## src/rtl/dpath_pkg.sv

```systemverilog
package dpath_pkg;
  localparam int CW_W   = 16;
  localparam int REG_AW = 3;
  localparam int N_REGS = 1 << REG_AW;

  typedef struct packed {
    logic [REG_AW-1:0] dst;
    logic [REG_AW-1:0] src_a;
    logic [REG_AW-1:0] src_b;
    logic              b_const;
    logic [3:0]        fsel;
    logic              wb_ext;
    logic              wen;
  } ctrl_t;
endpackage

```

## src/rtl/dpath_regfile.sv

```systemverilog
module dpath_regfile #(
  parameter int DW     = 8,
  parameter int AW     = 3,
  parameter int NREGS  = 8
) (
  input  logic          clk_i,
  input  logic          rst_ni,
  input  logic [AW-1:0] raddr_a_i,
  input  logic [AW-1:0] raddr_b_i,
  input  logic          we_i,
  input  logic [AW-1:0] waddr_i,
  input  logic [DW-1:0] wdata_i,
  output logic [DW-1:0] rdata_a_o,
  output logic [DW-1:0] rdata_b_o
);
  logic [NREGS-1:0][DW-1:0] regs_q;

  for (genvar i = 0; i < NREGS; i++) begin : g_reg
    always_ff @(posedge clk_i or negedge rst_ni) begin
      if (!rst_ni)                                   regs_q[i] <= '0;
      else if (we_i && (waddr_i == AW'(i)))          regs_q[i] <= wdata_i;
    end
  end

  // reads bypass nothing: same-cycle write is seen next cycle
  assign rdata_a_o = regs_q[raddr_a_i];
  assign rdata_b_o = regs_q[raddr_b_i];

  AST_WRITE_LANDS: assert property (@(posedge clk_i) disable iff (!rst_ni)
    we_i |=> regs_q[$past(waddr_i)] == $past(wdata_i));
  AST_NO_WRITE_HOLD: assert property (@(posedge clk_i) disable iff (!rst_ni)
    !we_i |=> regs_q == $past(regs_q));
endmodule

```

## src/rtl/dpath_func_unit.sv

```systemverilog
module dpath_func_unit #(
  parameter int DW = 8
) (
  input  logic [DW-1:0] a_i,
  input  logic [DW-1:0] b_i,
  input  logic [3:0]    fsel_i,
  output logic [DW-1:0] f_o,
  output logic          ovf_o,
  output logic          carry_o,
  output logic          neg_o,
  output logic          zero_o
);
  logic [DW-1:0] y_sel;
  logic [DW:0]   sum;

  always_comb begin
    unique case (fsel_i[2:1])
      2'b00:   y_sel = '0;
      2'b01:   y_sel = b_i;
      2'b10:   y_sel = ~b_i;
      default: y_sel = '1;
    endcase
  end

  assign sum = {1'b0, a_i} + {1'b0, y_sel} + {{DW{1'b0}}, fsel_i[0]};

  always_comb begin
    f_o     = sum[DW-1:0];
    carry_o = 1'b0;
    ovf_o   = 1'b0;
    if (!fsel_i[3]) begin
      carry_o = sum[DW];
      ovf_o   = (a_i[DW-1] == y_sel[DW-1]) && (sum[DW-1] != a_i[DW-1]);
    end else if (!fsel_i[2]) begin
      unique case (fsel_i[1:0])
        2'b00:   f_o = a_i & b_i;
        2'b01:   f_o = a_i | b_i;
        2'b10:   f_o = a_i ^ b_i;
        default: f_o = ~a_i;
      endcase
    end else begin
      unique case (fsel_i[1:0])
        2'b01:   f_o = {1'b0, b_i[DW-1:1]};
        2'b10:   f_o = {b_i[DW-2:0], 1'b0};
        default: f_o = b_i;
      endcase
    end
  end

  assign neg_o  = f_o[DW-1];
  assign zero_o = (f_o == '0);
endmodule

```

## src/rtl/dpath_core.sv

```systemverilog
module dpath_core
  import dpath_pkg::*;
#(
  parameter int DATA_W = 8
) (
  input  logic              clk_i,
  input  logic              rst_ni,
  input  logic [CW_W-1:0]   ctrl_word_i,
  input  logic [DATA_W-1:0] const_i,
  input  logic [DATA_W-1:0] data_i,
  output logic [DATA_W-1:0] addr_o,
  output logic [DATA_W-1:0] data_o,
  output logic              ovf_o,
  output logic              carry_o,
  output logic              neg_o,
  output logic              zero_o
);
  ctrl_t             ctrl;
  logic [DATA_W-1:0] bus_a, reg_b, bus_b, func_f, bus_d;

  assign ctrl = ctrl_t'(ctrl_word_i);

  dpath_regfile #(.DW(DATA_W), .AW(REG_AW), .NREGS(N_REGS)) i_regfile (
    .clk_i     (clk_i),
    .rst_ni    (rst_ni),
    .raddr_a_i (ctrl.src_a),
    .raddr_b_i (ctrl.src_b),
    .we_i      (ctrl.wen),
    .waddr_i   (ctrl.dst),
    .wdata_i   (bus_d),
    .rdata_a_o (bus_a),
    .rdata_b_o (reg_b)
  );

  assign bus_b = ctrl.b_const ? const_i : reg_b;

  dpath_func_unit #(.DW(DATA_W)) i_func (
    .a_i     (bus_a),
    .b_i     (bus_b),
    .fsel_i  (ctrl.fsel),
    .f_o     (func_f),
    .ovf_o   (ovf_o),
    .carry_o (carry_o),
    .neg_o   (neg_o),
    .zero_o  (zero_o)
  );

  assign bus_d  = ctrl.wb_ext ? data_i : func_f;
  assign addr_o = bus_a;
  assign data_o = bus_b;

  AST_FLAG_EXCL: assert property (@(posedge clk_i) disable iff (!rst_ni)
    zero_o |-> !neg_o);
  AST_LOGIC_NO_CARRY: assert property (@(posedge clk_i) disable iff (!rst_ni)
    ctrl.fsel[3] |-> !carry_o && !ovf_o);
  AST_EXT_WB: assert property (@(posedge clk_i) disable iff (!rst_ni)
    (ctrl.wen && ctrl.wb_ext && ctrl.src_a == ctrl.dst) |=> addr_o == $past(data_i) || ctrl.src_a != $past(ctrl.dst));
endmodule

```

## config.mk

```make
export PLATFORM = sky130hd
export DESIGN_NAME = dpath_core
export DESIGN_NICKNAME = d
export VERILOG_FILES = /design/src/rtl/dpath_pkg.sv /design/src/rtl/dpath_regfile.sv /design/src/rtl/dpath_func_unit.sv /design/src/rtl/dpath_core.sv
export SDC_FILE = /design/constraint.sdc
export NUM_CORES = 1
export LEC_CHECK = 0
export ABC_CLOCK_PERIOD_IN_PS = 3810
export BUFFER_PORTS_ARGS = -buffer_cell sky130_fd_sc_hd__buf_2
export CAP_MARGIN = 40
export CORE_UTILIZATION = 54
export DETAILED_ROUTE_END_ITERATION = 7
export PLACE_DENSITY = 0.76
export SETUP_SLACK_MARGIN = 0.1
export SYNTH_ARGS = -nofsm -noshare
export SYNTH_HDL_FRONTEND = slang
export SYNTH_SLANG_ARGS = --single-unit
```

## constraint.sdc

```tcl
create_clock -name clk_i -period 3.81 [get_ports clk_i]
set_clock_uncertainty 0.1 [all_clocks]
set_input_delay 0 -clock clk_i [delete_from_list [all_inputs] [get_ports clk_i]]
set_output_delay 0 -clock clk_i [all_outputs]
set_load 0.05 [all_outputs]
```

======== Yosys cells after proc, flatten, opt, wreduce, memory -nomap -nowiden ========
Index checks and enable logic that the tools add are counted.
operators by class
  order comparisons ....................... 2
  mux-type cells .......................... 13
  reduce and logical (&&, ||, !) cells .... 13
  equality and inequality tests ........... 13
  bitwise operators ....................... 5
  add/subtract/negate cells ............... 2
operators by type and width
  cell                                                                           number
  8-bit binary-select mux with 3-bit select                                      2
  8-bit two-way mux                                                              6
  8-bit case mux with 3 select lines                                             2
  8-bit NOT                                                                      2
  8-bit case mux with 2 select lines                                             1
  3-bit equality test (second input constant)                                    4
  8-bit by 8-bit adder with 9-bit output                                         1
  9-bit by 1-bit adder with 9-bit output                                         1
  1-bit logical AND                                                              9
  8-bit AND                                                                      1
  8-bit logical NOT                                                              1
  3-bit by 4-bit less-than comparator with 1-bit output (second input constant)  2
  8-bit OR                                                                       1
  8-bit XOR                                                                      1
  3-bit by 2-bit equality test with 1-bit output (second input constant)         2
  2-bit by 1-bit equality test with 1-bit output (second input constant)         2
  2-bit equality test (second input constant)                                    2
  2-bit logical NOT                                                              2
  3-bit by 1-bit equality test with 1-bit output (second input constant)         1
  3-bit logical NOT                                                              1
  1-bit two-way mux                                                              2
  1-bit equality test                                                            1
  1-bit inequality test                                                          1
word-level totals
  register bits after elaboration ......... 64
  input port bits ......................... 34
  logic and storage cells ................. 56
  output and inout bits ................... 20

======== Longest topological paths before layout ========
Gate-level depths: netlist of the first run.
  word-level depth ........................ 10
  depth in mapped cells ................... 16

======== Modules after synthesis ========
From an unflattened synthesis of the first run, not the netlist that was laid out.
second synthesis, totals
  cell total of the unflattened synthesis .. 410
  area total of the unflattened synthesis .. 5,124.9 um2
by module, submodules not included
  module           area each (um2)  times used  cells an instance  sequential area each (um2)
  dpath_regfile    3,539.6          1           201                1,601.5
  dpath_func_unit  1,322.5          1           191                0.0
  dpath_core       262.8            1           18                 0.0

======== Least setup slack after synthesis of the first run ========
OpenSTA, ideal clock, no wires.
  path type ............................... input to output
  start ................................... input ctrl_word_i[7]
  end ..................................... output ovf_o
  stages .................................. 13
  slack ................................... -0.697 ns
  buffers on the path ..................... 2
  arrival ................................. 4.407 ns
  cells stage by stage .................... buf_6 > buf_8 > mux4_2 > mux2i_1 > o21ai_1 > mux2_2 > fa_1 > a211oi_1 > nor2_1 > o31a_1 > o22a_1 > xnor2_1 > nor3_1
on the way
  longest elaborated chain between the ends .. 10
  elaborated cells on any way between the ends .. 11
ends and longest elaborated chain
  what                                           line                   source
  from (decl)                                    dpath_core.sv:8        input logic [CW_W-1:0] ctrl_word_i,
  8-bit binary-select mux with 3-bit select (*)  dpath_regfile.sv:27    assign rdata_b_o = regs_q[raddr_b_i];
  8-bit two-way mux (implied by the code) (*)    dpath_regfile.sv:27
  8-bit two-way mux (*)                          dpath_core.sv:35       assign bus_b = ctrl.b_const ? const_i : reg_b;
  via data_o[0]                                  dpath_core.sv:12       output logic [DATA_W-1:0] data_o,
  8-bit NOT                                      dpath_func_unit.sv:20  2'b10: y_sel = ~b_i;
  8-bit case mux with 3 select lines (*)         dpath_func_unit.sv:17  unique case (fsel_i[2:1])
  8-bit by 8-bit adder with 9-bit output (*)     dpath_func_unit.sv:25  assign sum = {1'b0, a_i} + {1'b0, y_sel} + {{DW{1'b0}}, fsel_i[0]};
  9-bit by 1-bit adder with 9-bit output (*)     dpath_func_unit.sv:25
  1-bit inequality test (*)                      dpath_func_unit.sv:33  ovf_o = (a_i[DW-1] == y_sel[DW-1]) && (sum[DW-1] != a_i[DW-1]);
  1-bit logical AND (*)                          dpath_func_unit.sv:33
  1-bit two-way mux (*)                          dpath_func_unit.sv:31  if (!fsel_i[3]) begin
  to (decl)                                      dpath_core.sv:13       output logic ovf_o,
Mark *: on every way through the listed nets, which the timed path passes. The rest lies on a longest branch. The select of a mux whose other input is x is not followed.

======== Final worst setup path of the first run ========
  start ................................... register i_regfile.regs_q[56] (netlist bit)
  end ..................................... output zero_o
on the way
  longest elaborated chain between the ends .. 9
  elaborated cells on any way between the ends .. 18
ends and longest elaborated chain
  what                                       line                   source
  from (decl)                                dpath_regfile.sv:16    logic [NREGS-1:0][DW-1:0] regs_q;
  from (signal, indexed assignment)          dpath_regfile.sv:21    else if (we_i && (waddr_i == AW'(i))) regs_q[i] <= wdata_i;
  8-bit binary-select mux with 3-bit select  dpath_regfile.sv:27
  8-bit two-way mux (implied by the code)    dpath_regfile.sv:27
  8-bit two-way mux                          dpath_core.sv:35
  8-bit NOT                                  dpath_func_unit.sv:20
  8-bit case mux with 3 select lines         dpath_func_unit.sv:17
  8-bit by 8-bit adder with 9-bit output     dpath_func_unit.sv:25
  9-bit by 1-bit adder with 9-bit output     dpath_func_unit.sv:25
  8-bit two-way mux (*)                      dpath_func_unit.sv:31
  8-bit logical NOT (*)                      dpath_func_unit.sv:51  assign zero_o = (f_o == '0);
  to (decl)                                  dpath_core.sv:16       output logic zero_o
Mark *: on every way between the ends. The rest lies on a longest branch, timed or not. The select of a mux whose other input is x is not followed.

==> results of run 1 <==
-- Yosys cell counts (9+ instances only) --
cell	instances
mux2i_1	15
mux4_2	26
inv_1	30
a21oi_1	23
a22oi_1	9
clkbuf_1	18
o21ai_0	47
dfrtp_1	64
nor2_1	13
nand2_1	81
ha_1	27
o21ai_1	23
-- cell type report --
cell class | instances | area [sq um] | share of cell area (%)
multi-input combinational | 366 | 3210 | 53.3
clock buffer | 9 | 124 | 2.05
sequential | 64 | 1600 | 26.6
timing repair buffer | 111 | 764 | 12.7
inverter | 32 | 120 | 1.99
clock inverter | 7 | 72.6 | 1.20
tap | 108 | 135 | 2.24
-- what timing repair did --
| action | in CTS | in global routing |
|---|---|---|
| pin swaps | 9 | 15 |
| setup buffers | 5 | 8 |
| endpoints found under the setup margin | 26 | 60 |
| endpoints found under the hold margin | 96 | 2 |
| gates resized for setup | 23 | 35 |
| hold buffers | 11 | 1 |
-- worst max-delay path: cells and delay by family (launching register included) --
family                     cells  cell delay (ns)
AOI/OAI and AO/OA              2             0.36
adders and majority gates      2             0.83
buffers and inverters          1             0.15
DFF                            1             0.41
muxes                          3             1.01
and+or+nand+nor                5             0.79
-- layer usage --
layer | vias up | wire (um)
met2 | 232 | 7510
met3 | 57 | 1060
li1 | 2002 | -
met4 | 0 | 723
met5 | - | 0
met1 | 2202 | 5680
-- cells by family (layout without fill, tap and decap cells) --
kind of cell    Yosys count  count (layout)
compound gates          148             148
xor+xnor                  5               5
fa+ha+maj                29              29
buf+inv                  60             159
flops                    64              64
mux                      61              61
simple gates            123             123
-- per-stage QoR --
stage	hold WS (ns)	area (sq um)	cells
floorplan	-0.396	4910	490
global placement	0.102	5420	656
detailed placement	0.115	5420	656
CTS	0.00770	5850	688
global route	0.0141	6030	697
finish	0.00285	6030	697
-- report_power, final --
part | internal [W] | total (W) | leakage, nW | switching, W
clock | 0.000301 | 0.000579 | 0.0952 | 0.000278
sequential | 0.000863 | 0.00100 | 0.797 | 0.000141
combinational | 0.000785 | 0.00181 | 1.87 | 0.00102
-- final timing paths --
path / depth (start not counted) / slack (ns) / end
max in group asynchronous: 3 / 2.82 / i_regfile.regs_q[25]
setup / recovery: 13 / -0.21 / zero_o
hold / removal: 4 / 0.003 / i_regfile.regs_q[53]
min in group asynchronous: 3 / 0.24 / i_regfile.regs_q[5]
hold reg to reg: 2 / 0.41 / i_regfile.regs_q[21]
setup reg to reg: 14 / 0 / i_regfile.regs_q[22]
==> summary.md, run 1 <==
| Metric | Value |
|---|---|
| Status | complete, but fails checks |
| Failing checks | setup timing |
| Synth Area in Simple Gates | between 10% and 20% |
| Crit path DAT | slightly below 4 ns |
| Post-synthesis net count | about 550 |
| Inserted Diodes | 0 |
| Overall power | 0.00339 W |
| Largest area contributor in the netlist | dfrtp_1 |
| Placement Setup Slack | -0.0745 ns |
| Vias per inst | 6.45 |
| Crit Path Max Fanout | 3 |
| Vias | 4493 |
| Final setup TNS | -0.219 ns |
| Setup ws final | -0.208 ns |
| Max VDD drop | roughly 470 uV |
| Largest family of logic cells by synthesized area | multiplexers |
| Post-synth EDFFs | 0 |
| Worst-path clk slew | around 0.07 ns |
| GR Layer Usage met3 | around 4.8% |
| CP Launch Type | register |
| Tcrit/Tclk final | 105% |
| Num CTS Buffers | 9 |
| Worst skew pair latency | about 0.36 ns |
| Filler instances | 668 |
| Placer Congestion | between 1 and 1.5 |
| TritonCTS clock tree | done |
| CTS root buf | clkbuf_8 |
| Core ar. | approximately 8700 sq um |
| Num rows | 34 |
| Distinct cell type count after synthesis | 63 |
| Largest net degree at the start of global routing | between 60 and 70 |
| Commonest non-fill, non-tap cell in the layout | nand2_1 |
| GR Overflow Total | 0 |
| Boundary Pins | 54 |
| Leakage power | ~2.8 nW |
| Share of layout cells above drive strength 1 | around 34% |
| Initial antenna violation count | 0 |
| First-pass GRT wire length | 23.2 mm |
| Ys Warns | 0 |
| Critical path startpoint | i_regfile.regs_q[56] |
| Max_slew headroom | 46.3% |
| Synth Cell Area | a little under 5000 sq um |
| Most used cell, CP | fa_2 |
| Layout net count | 647 |
| GRT Max-Usage Layer | met2 |
| Die height | 97 um |
| H-Tree Depth | 3 |
| Met1 Use GR | 39.8% |
| PortBufs | between 50 and 60 |
| Final hold vios | 0 |
| CP Cell Sequence | mux4_2, mux2i_4, o21ai_4, mux2_2, fa_2, fa_2, nand2_2, nand3_2, a221oi_4, nor2_2, nor3_2, and4b_4, buf_8 |
| Top cell type's share of synthesized area | 32.9% |
| M2 GR Usage | a little over half |
| Number of global-route vias before repair | 4434 |
| RSZ-0062 raised after global routing | yes |
| Most frequent cells in the layout | 79 x nand2_1, 64 x dfrtp_1, 49 x buf_2 |
| Flops & latches, synth | 64 |
| CP endpoint kind | output port |
| Power Density | about 560 nW/um^2 |
| Fin util | 69.1% |
| Dpl hpwl | 10.5 mm |
| Worst slew pin tran | 0.805 ns |
| Top cells by area, synth | dfrtp_1 33%, mux4_2 12%, ha_1 6.9% |
| Most used DFF post-synth | dfrtp_1 |
| Hold WC Path Type | input port to register |
| Iter 0 DRT Violations | between 200 and 300 |
| Slowest CP cell | mux4_2 |
| Regs by FF count | i_regfile.regs_q: 64 flops |
| Initial Utilization | between 50% and 60% |
| Kind of critical path | register to output port |
| Max-cap viol count | 0 |
| Drt total wl | 15.0 mm |
| Synth Area per Inst | just under 10 sq um |
| Proportion of synthesized area in mux cells | about 22% |
| Max Fclk | between 200 and 250 MHz |
| Worst Hold Launch | data_i[5] |
| Drt pass-1 iters | 6 |
| Reg-to-reg startpoint | i_regfile.regs_q[56] |
| Area delta synth->final | 23.7% |
| Register area share after synthesis | between 30% and 40% |
| Final setup violation count | 3 |
| Max incr delay on CP | ~0.5 ns |
| Largest register by flop count | i_regfile.regs_q |
| Total GRT Usage | between 30% and 40% |
| Min Tclk post-route | about 4 ns |
| Synth Area in Adders | 7.75% |
| Largest register FFs | 64 |
| Cell count after synthesis | 490 |
| WL/cell | 21.5 um |
| Detail Route Antenna Nets | 0 |
| Ys async rst share | 100% |
| Die width | between 90 and 100 um |
| Count of pins over their slew limit | 0 |
| Critical Path RT | about 3.7 ns |
| CTS sink cnt | between 60 and 70 |
| Synth Area in Compound Gates | around a fifth |
| Post-synthesis xor/xnor area fraction | less than 1% |
| DIE AREA | roughly 9400 sq um |
| Worst-case clock buffer depth | 2 |
| DRC viols | 0 |
Note: power is estimated with default switching activity, not from simulation.
==> run 2: changes to the inputs <==
--- a/config.mk
+++ b/config.mk
@@ -10,7 +10,7 @@
 export CAP_MARGIN = 40
 export CORE_UTILIZATION = 54
 export DETAILED_ROUTE_END_ITERATION = 7
-export PLACE_DENSITY = 0.76
+export PLACE_DENSITY = 0.77
 export SETUP_SLACK_MARGIN = 0.1
 export SYNTH_ARGS = -nofsm -noshare
 export SYNTH_HDL_FRONTEND = slang
==> run 2 against run 1 <==
  * The flow finishes with violations (hold timing, setup timing)
  * Clock power grew 11%
  * Critical path depth grew 1
  * Non-clock buffer count shrank 9
  * Utilization shrank 1.2 points
  * Sequential cell count is the same
  * Die area is the same
==> summary.md, run 2 (same netlist as run 1, synthesis figures left out) <==
| Metric | Value |
|---|---|
| GR Overflow Total | 0 |
| Max-cap viol count | 0 |
| CTS root buf | clkbuf_8 |
| Max_slew headroom | approximately half |
| CP Launch Type | register |
| Number of global-route vias before repair | between 4000 and 5000 |
| Failing checks | hold timing, setup timing |
| GRT Max-Usage Layer | met2 |
| Min Tclk post-route | about 4 ns |
| Most used cell, CP | fa_2 |
| Die height | approximately 97 um |
| Core ar. | slightly below 9000 sq um |
| Detail Route Antenna Nets | 0 |
| Power Density | roughly 570 nW/um^2 |
| M2 GR Usage | between 50% and 60% |
| Area delta synth->final | 21.6% |
| Worst-case clock buffer depth | 2 |
| Layout net count | between 600 and 700 |
| H-Tree Depth | 3 |
| Inserted Diodes | 0 |
| Placer Congestion | 1.01 |
| Worst Hold Launch | data_i[2] |
| Final Non-Filler Cells | a little under 700 |
| Tcrit/Tclk final | 104% |
| Hold path depth | 3 |
| Leakage power | ~2.7 nW |
| Vias | around 4300 |
| Iter 0 DRT Violations | 282 |
| Worst skew pair latency | roughly 0.33 ns |
| RSZ-0062 raised after global routing | yes |
| Initial Utilization | a little under three fifths |
| Placed insts | 656 |
| DIE AREA | roughly 9400 sq um |
| Fin area | 5930 sq um |
| First-pass GRT wire length | between 20 and 25 mm |
| Status | complete, but fails checks |
| CP endpoint kind | output port |
| Hold WC Path Type | input port to register |
| Kind of critical path | register to output port |
| Worst Path Buf+Inv | 1 |
| Filler instances | about 670 |
| Commonest non-fill, non-tap cell in the layout | nand2_1 |
| Initial antenna violation count | 0 |
| Count of pins over their slew limit | 0 |
| Met1 Use GR | 39.1% |
| R2R Path End | i_regfile.regs_q[44] |
| Vias per inst | about 6.3 |
| TritonCTS clock tree | done |
| CTS sink cnt | 64 |
| Most frequent cells in the layout | 79 x nand2_1, 64 x dfrtp_1, 49 x buf_2 |
| Boundary Pins | 54 |
| Worst slew pin tran | 0.762 ns |
| Share of layout cells above drive strength 1 | 31.6% |
| Reg2reg setup slack | roughly 0.040 ns |
| CP Cell Sequence | mux4_2, mux2i_4, o21ai_4, mux2_2, fa_2, fa_2, nand3_2, nand2_4, xor2_2, mux2i_1, a211oi_2, nor3_2, and4b_4, buf_8 |
| CP delay by family, top | multiplexers |
| Final setup violation count | 1 |
| Worst-path clk slew | 0.07 ns |
| Max Fclk | roughly 250 MHz |
| Num CTS Buffers | 9 |
| WL/cell | between 20 and 25 um |
| Crit Path Max Fanout | 3 |
| DP Area | roughly 5400 sq um |
| Dpl hpwl | about 10 mm |
| Largest register FFs | 64 |
| Regs by FF count | i_regfile.regs_q: 64 flops |
| Fin Hold WS | -0.0237 ns |
| Reg-to-reg startpoint | i_regfile.regs_q[24] |
| GR Layer Usage met3 | roughly 3.8% |
| Final hold vios | 9 |
| Worst Hold End | i_regfile.regs_q[50] |
| Num rows | 34 |
| Max incr delay on CP | a little under 0.5 ns |
| Die width | approximately 97 um |
| Largest net degree at the start of global routing | 51 |
| Drt total wl | between 10 and 15 mm |
| Slowest CP cell | mux4_2 |
| Critical Path RT | roughly 3.7 ns |
| Drt pass-1 iters | 5 |
| Setup ws final | -0.159 ns |
| PortBufs | between 50 and 60 |
| Worst reg-to-reg path cell count | 15 |
| Largest register by flop count | i_regfile.regs_q |
| Total GRT Usage | a little under a third |
| Max VDD drop | ~390 uV |
| DRC viols | 0 |
| Crit path DAT | slightly below 4 ns |
run 2: cell count changes in the layout (fill, tap and decap cells not counted), sizes merged:
cell         before  now
buf              99   92
clkbuf            9   12
clkinv            4    1
clkinvlp          2    0
dlygate4sd3      12   10
bufinv            1    2
run 2: timing repair:
| item | 4_1_cts | 5_1_grt |
|---|---|---|
| gates resized for setup | 31 | 17 |
| buffers inserted | 4 | 2 |
| hold buffers | 10 | 0 |
| gates cloned | 0 | 0 |
| hold endpoints to repair | 45 | 0 |
| pin swaps | 14 | 8 |
| endpoints found under the setup margin | 22 | 52 |
run 2: worst max path at each step:
stage,from,endpoint,slack [ns],cells after the start
CTS,i_regfile.regs_q[34],zero_o,-0.11,14
global route,i_regfile.regs_q[0],zero_o,-0.29,13
detailed placement,i_regfile.regs_q[40],i_regfile.regs_q[30],0.004,13
floorplan,i_regfile.regs_q[40],zero_o,0.12,12
finish,i_regfile.regs_q[24],zero_o,-0.16,14
global placement,i_regfile.regs_q[40],zero_o,0.05,13
run 2: report_power, final:
part           switching (W)  total (W)  internal, W
combinational       0.000972    0.00170     0.000733
sequential          0.000139    0.00100     0.000863
clock               0.000243   0.000643     0.000400
run 2: final cells by class:
cell class	instances	area, sq um	share of cell area, %
Clock inverter	3	65.1	1.10
Clock buffer	12	155	2.62
Inverter	32	120	2.03
Multi-Input combinational cell	366	3160	53.3
Sequential cell	64	1600	27.0
Timing Repair Buffer	102	692	11.7
Tap cell	108	135	2.28
run 2: worst register-to-register path: stages (launching register included):
cell      delay (ns)
dfrtp_1         0.41
mux4_2          0.49
mux2i_4         0.22
o21ai_4         0.09
mux2_2          0.29
fa_2            0.38
fa_2            0.38
nand3_2         0.09
nand2_4         0.07
xor2_2          0.20
mux2i_1         0.11
a211oi_2        0.33
buf_4           0.17
buf_4           0.10
mux2i_4         0.09
o21ai_1         0.15
run 2: layer usage:
metal  part of all wire, %  wire length, um  vias to the layer above
met5                     0                0                        -
li1                      -                -                     1990
met2                    50             7020                      192
met4                   4.6              649                        0
met1                    39             5530                     2113
met3                   5.9              821                       46
run 2: stage by stage:
stage	worst slack (ns)	util [%]	total power, W	TNS [ns]
4_1_cts	-0.108	67.3	0.00330	-0.108
5_1_grt	-0.290	68.0	0.00353	-0.693
6_report	-0.159	68.0	0.00335	-0.159
3_3_place_gp	0.0525	62.3	0.00249	0
2_1_floorplan	0.117	-	0.00206	0
3_5_place_dp	0.00365	62.3	0.00255	0
